==> src/rtl/dbk_pkg.sv <==
package dbk_pkg;

    localparam int ADDR_W = 32;
    localparam int MASK_W = 6;
    localparam int LD_BIT = 30;
    localparam int ST_BIT = 31;

    typedef enum logic [1:0] {
        SZ_BYTE = 2'd0,
        SZ_HALF = 2'd1,
        SZ_WORD = 2'd2,
        SZ_WIDE = 2'd3
    } acc_size_e;

    typedef struct packed {
        logic              ld_en;
        logic              st_en;
        logic [MASK_W-1:0] mask;
        logic [ADDR_W-1:0] addr;
    } watch_t;

    // low address bits covered by the access itself
    function automatic logic [MASK_W-1:0] span_bits(input logic [1:0] sz);
        logic [MASK_W-1:0] s;
        case (acc_size_e'(sz))
            SZ_BYTE: s = '0;
            SZ_HALF: s = MASK_W'(1);
            default: s = MASK_W'(3);
        endcase
        return s;
    endfunction

endpackage

==> src/rtl/dbk_channel.sv <==
module dbk_channel
    import dbk_pkg::*;
(
    input  logic              clk,
    input  logic              rst_n,
    input  logic              wr_en,
    input  logic              wr_ctl,
    input  logic [ADDR_W-1:0] wr_data,
    input  logic              acc_valid,
    input  logic              acc_store,
    input  logic [ADDR_W-1:0] acc_addr,
    input  logic [1:0]        acc_size,
    output logic              match
);

    watch_t w_d, w_q;

    always_comb begin
        w_d = w_q;
        if (wr_en) begin
            if (wr_ctl) begin
                w_d.ld_en = wr_data[LD_BIT];
                w_d.st_en = wr_data[ST_BIT];
                w_d.mask  = wr_data[MASK_W-1:0];
            end else begin
                w_d.addr = wr_data;
            end
        end
    end

    always_ff @(posedge clk) begin
        if (!rst_n) w_q <= '0;
        else        w_q <= w_d;
    end

    logic [MASK_W-1:0] care;
    logic [ADDR_W-1:0] diff;
    logic              hi_eq, lo_eq, dir_ok;

    always_comb begin
        care   = w_q.mask & ~span_bits(acc_size);
        diff   = acc_addr ^ w_q.addr;
        hi_eq  = (diff[ADDR_W-1:MASK_W] == '0);
        lo_eq  = ((diff[MASK_W-1:0] & care) == '0);
        dir_ok = acc_store ? w_q.st_en : w_q.ld_en;
        match  = acc_valid & dir_ok & hi_eq & lo_eq;
    end

    // clearing both enables stops matching from the next cycle on
    a_r9_disable_takes_effect: assert property (@(posedge clk) disable iff (!rst_n)
        (wr_en && wr_ctl && wr_data[ST_BIT:LD_BIT] == 2'b00) |=> !match);

    // a store-only control word never matches a load in the next cycle
    a_r2_store_only: assert property (@(posedge clk) disable iff (!rst_n)
        (wr_en && wr_ctl && wr_data[ST_BIT:LD_BIT] == 2'b10) |=> !(match && !acc_store));

endmodule

==> src/rtl/dbk_prio.sv <==
module dbk_prio #(
    parameter int NUM_CH = 2,
    parameter int CH_W   = 1
) (
    input  logic [NUM_CH-1:0] req,
    output logic              any,
    output logic [CH_W-1:0]   idx
);

    always_comb begin
        idx = '0;
        for (int i = NUM_CH - 1; i >= 0; i--) begin
            if (req[i]) idx = CH_W'(i);
        end
        any = |req;
    end

endmodule

==> src/rtl/dbk_matcher.sv <==
module dbk_matcher
    import dbk_pkg::*;
#(
    parameter int NUM_CH      = 2,
    parameter int LVL_W       = 4,
    parameter int DEBUG_LEVEL = 6,
    localparam int CH_W       = (NUM_CH > 1) ? $clog2(NUM_CH) : 1
) (
    input  logic              clk,
    input  logic              rst_n,
    input  logic              wr_en,
    input  logic [CH_W-1:0]   wr_ch,
    input  logic              wr_ctl,
    input  logic [ADDR_W-1:0] wr_data,
    input  logic              acc_valid,
    input  logic              acc_store,
    input  logic [ADDR_W-1:0] acc_addr,
    input  logic [1:0]        acc_size,
    input  logic [LVL_W-1:0]  irq_level,
    output logic              hit,
    output logic [CH_W-1:0]   hit_ch
);

    typedef struct packed {
        logic            hit;
        logic [CH_W-1:0] ch;
    } out_t;

    logic [NUM_CH-1:0] match_vec;
    logic              any_match;
    logic [CH_W-1:0]   low_idx;

    for (genvar c = 0; c < NUM_CH; c++) begin : g_ch
        dbk_channel u_ch (
            .clk      (clk),
            .rst_n    (rst_n),
            .wr_en    (wr_en && (wr_ch == CH_W'(c))),
            .wr_ctl   (wr_ctl),
            .wr_data  (wr_data),
            .acc_valid(acc_valid),
            .acc_store(acc_store),
            .acc_addr (acc_addr),
            .acc_size (acc_size),
            .match    (match_vec[c])
        );
    end

    dbk_prio #(.NUM_CH(NUM_CH), .CH_W(CH_W)) u_prio (
        .req(match_vec),
        .any(any_match),
        .idx(low_idx)
    );

    out_t o_d, o_q;
    logic lvl_ok;

    always_comb begin
        lvl_ok   = (irq_level < LVL_W'(DEBUG_LEVEL));
        o_d.hit  = acc_valid && lvl_ok && any_match;
        o_d.ch   = o_d.hit ? low_idx : '0;
    end

    always_ff @(posedge clk) begin
        if (!rst_n) o_q <= '0;
        else        o_q <= o_d;
    end

    assign hit    = o_q.hit;
    assign hit_ch = o_q.ch;

    // a hit always follows a valid access
    a_r8_needs_valid: assert property (@(posedge clk) disable iff (!rst_n)
        hit |-> $past(acc_valid));

    // nothing reported for accesses made at or above the debug level
    a_r7_level_gate: assert property (@(posedge clk) disable iff (!rst_n)
        hit |-> $past(irq_level) < LVL_W'(DEBUG_LEVEL));

    // index parked at zero when idle
    a_r10_idle_index: assert property (@(posedge clk) disable iff (!rst_n)
        !hit |-> hit_ch == '0);

    // a nonzero index means channel 0 did not match
    a_r6_lowest_wins: assert property (@(posedge clk) disable iff (!rst_n)
        (hit && hit_ch != '0) |-> !$past(match_vec[0]));

endmodule

==> config.mk <==
export PLATFORM = sky130hd
export DESIGN_NAME = dbk_matcher
export DESIGN_NICKNAME = d
export VERILOG_FILES = /design/src/rtl/dbk_pkg.sv /design/src/rtl/dbk_channel.sv /design/src/rtl/dbk_prio.sv /design/src/rtl/dbk_matcher.sv
export SDC_FILE = /design/constraint.sdc
export NUM_CORES = 1
export LEC_CHECK = 0
export CAP_MARGIN = 30
export CORE_MARGIN = 2
export CORE_UTILIZATION = 30
export DETAILED_ROUTE_END_ITERATION = 10
export SLEW_MARGIN = 20
export SYNTH_ARGS = -nofsm -noshare
export SYNTH_HDL_FRONTEND = slang
export SYNTH_HIERARCHICAL = 1
export SYNTH_SLANG_ARGS = --single-unit
==> constraint.sdc <==
create_clock -name clk -period 2.6 [get_ports clk]
set_input_delay 0.78 -clock clk [delete_from_list [all_inputs] [get_ports clk]]
set_output_delay 0.78 -clock clk [all_outputs]
set_load 0.05 [all_outputs]
==> summary.md <==
| Metric | Value |
|---|---|
| Pin slew with the least headroom to its limit | `around 0.5 ns` |
| Root Driver | `clkbuf_16` |
| Crit start category | `primary input` |
| EDFF count, synth | `0` |
| Cts bufs inserted | `9` |
| Post-synth ARST share | `0%` |
| Mapped Area | `3870 um^2` |
| Total wire length | `between 10,000 and 15,000 um` |
| Total power | `slightly below 3 mW` |
| Nets | `roughly 610` |
| Critical path peak fanout | `2` |
| Placed insts | `roughly 700` |
| Rel. slew slack | `about 67%` |
| Cell area power density | `roughly 570 nW/um^2` |
| Latest clock arrival within the worst-skew pair | `0.33 ns` |
| Vias | `3,335` |
| # IOs | `79` |
| Die W | `118 um` |
| Largest net degree at the start of global routing | `39` |
| Antenna cells | `0` |
| Number of remaining DRC errors | `0` |
| Initial antenna violation count | `0` |
| CP Cell Sequence | `clkdlybuf4s50_1 -> xnor2_1 -> nand4_1 -> or4_4 -> nor3_4 -> or2_1 -> nand4b_4 -> a211oi_2` |
| Minimum clock period | `between 2 and 2.5 ns` |
| Synthesis-stage register bit count | `between 80 and 90` |
| Worst Setup Path Type | `in2reg` |
| TNS Setup | `0 ns` |
| Routed wire per std cell | `around 15 um` |
| PortBufs | `77` |
| Effective utilization at floorplan | `30.7%` |
| Top_reg_cell synth | `dfxtp_1` |
| Final setup vio count | `0` |
| Crit path arrival time | `approximately 2.7 ns` |
| Worst slack, placed | `-0.279 ns` |
| Antenna Nets Post-Route | `0` |
| Period utilization | `roughly 96%` |
| Yosys Warn Count | `6` |
| Synth unique cells | `26` |
| Clock-pin slew on the worst setup and hold paths | `about 0.060 ns` |
| Area grow syn2layout | `35.2%` |
| Setup ws final | `roughly 0.11 ns` |
| Slowest CP cell | `or4_4` |
| Post-route cell area | `5230 um^2` |
| Grt total ovfl | `0` |
| Core ar. | `12,600 um^2` |
| Area leader, netlist | `dfxtp_1` |
| RSZ-0062 raised after global routing | `no` |
| Bufs and invs on worst path | `1` |
| Worst setup EP type | `flip-flop` |
| Clock Tree Buf Depth | `2` |
| Cells after Synth | `about 460` |
| Crit path largest cell delay | `about 0.57 ns` |
| RD Place Congestion | `0.809` |
| Total track usage | `15.7%` |
| Max Cap Viol | `0` |
| H-tree depth | `3` |
| Most common cell in the netlist | `nand2_1` |
| Register area share after synthesis | `between 40% and 50%` |
| Synth cell count leaders | `146 x nand2_1, 82 x dfxtp_1, 60 x a21boi_1, 34 x xor2_1, 30 x xnor2_1` |
| Leakage | `between 1.5 and 2 nW` |
| Slew Viols, Final | `0` |
| Pre-Repair DR Iteration Count | `6` |
| Synth area leaders | `dfxtp_1 42%, nand2_1 14%, a21boi_1 12%` |
| CTS Sinks | `just over 80` |
| CTS tree | `done` |
| Mean number of vias per cell | `~4.7` |
| Final Hold Slack | `between 0.4 and 0.5 ns` |
| Synth top area share | `42.4%` |
| Top delay family on crit path | `simple AND/OR/NAND/NOR gates` |
| Outcome | `finished clean` |
| Final clock skew | `0.00518 ns` |
| Worst Hold Class | `reg2reg` |
| Fmax | `roughly 400 MHz` |
| Post-route insts no fill | `roughly 710` |
| Critical Path RT | `between 2 and 3 ns` |
| Share of cells above drive strength 1 | `about 7.6%` |
| Instance area at placement | `slightly below 5000 um^2` |
| Die Ht | `118 um` |
| DP Wirelength | `roughly 7600 um` |
| FP Rows | `between 40 and 50` |
| Iter 0 DRT Violations | `between 100 and 150` |
| Post-synthesis net count | `between 500 and 600` |
| Synthesized area per cell | `approximately 8.4 um^2` |
| Vias in the first global route | `between 3,000 and 4,000` |
| Max VDD drop | `between 0.0002 and 0.00025 V` |
| Final hold viol count | `0` |
| Total Die Area | `around 14,000 um^2` |
| Post-Route Utilization | `a little over 40%` |
| First-pass GRT wire length | `between 15,000 and 20,000 um` |
==> placed cells by master, fill, tap and decap left out, types with 9 or more instances in the layout <==
cell type,Yosys,layout
nand2_1,146,146
clkdlybuf4s50_1,0,74
nand3_1,18,18
a21boi_0,20,20
a21boi_1,60,60
buf_4,0,13
dfxtp_1,82,82
xor2_1,34,34
clkbuf_16,0,9
xnor2_1,30,30
==> flip-flops by register name (all words and copies together), names as in the netlist <==
signal         cells
hit_ch             1
hit                1
g_ch.u_ch/w_q     80
==> worst paths after layout <==
path                        start             endpoint  slack, ns  cells after the start
min reg2reg   g_ch[0].u_ch/w_q[0]  g_ch[0].u_ch/w_q[0]       0.46                      2
max reg2reg  g_ch[1].u_ch/w_q[11]               hit_ch       0.69                      7
max                  acc_addr[22]               hit_ch       0.11                      8
min           g_ch[0].u_ch/w_q[0]  g_ch[0].u_ch/w_q[0]       0.46                      2
==> kinds of logic after synthesis <==
kind of cell	Yosys count	share of synthesized area, %
mux	2	0.517
simple gates	191	21.9
compound gates	90	17.6
buf+inv	29	3.07
xor+xnor	64	14.5
flops	82	42.4
==> layer usage <==
layer,share of wire (%),vias to the layer above,track usage [%],wire length [um]
met5,0,-,0,0
met4,1.5,0,5.65,156
met3,3.7,12,3.34,392
met2,48,66,26.5,5070
met1,46,1583,19.8,4890
li1,-,1674,-,-
==> power by group <==
group          internal, mW  switching (mW)  leakage, nW  total, mW
Clock                 0.796           0.474        0.147       1.27
Sequential             1.30          0.0250        0.666       1.32
Combinational         0.209           0.174         1.09      0.383
==> area by class of cell <==
| type | instances | area [um^2] |
|---|---|---|
| clock buffers | 14 | 264 |
| clock inverters | 2 | 35.0 |
| fillers | 1289 | 7390 |
| inverters | 3 | 11.3 |
| multi-input cells | 347 | 2130 |
| flip-flops and latches | 82 | 1640 |
| well taps | 172 | 215 |
| repair buffers | 93 | 928 |
==> worst register-to-register path: cells and delay by family (launching register included) <==
kind | cells | cell delay, ns
AOI/OAI and AO/OA | 1 | 0.15
and+or+nand+nor | 5 | 1.17
xor gates and xnor gates | 1 | 0.19
DFF | 1 | 0.32
==> timing repair <==
item | in CTS | in global routing
hold buffers | 0 | 0
endpoints found under the hold margin | 0 | 0
resized for setup | 0 | 6
setup buffers | 0 | 0
setup endpoints to repair | 0 | 2
Power figures use the tool's default switching activity.
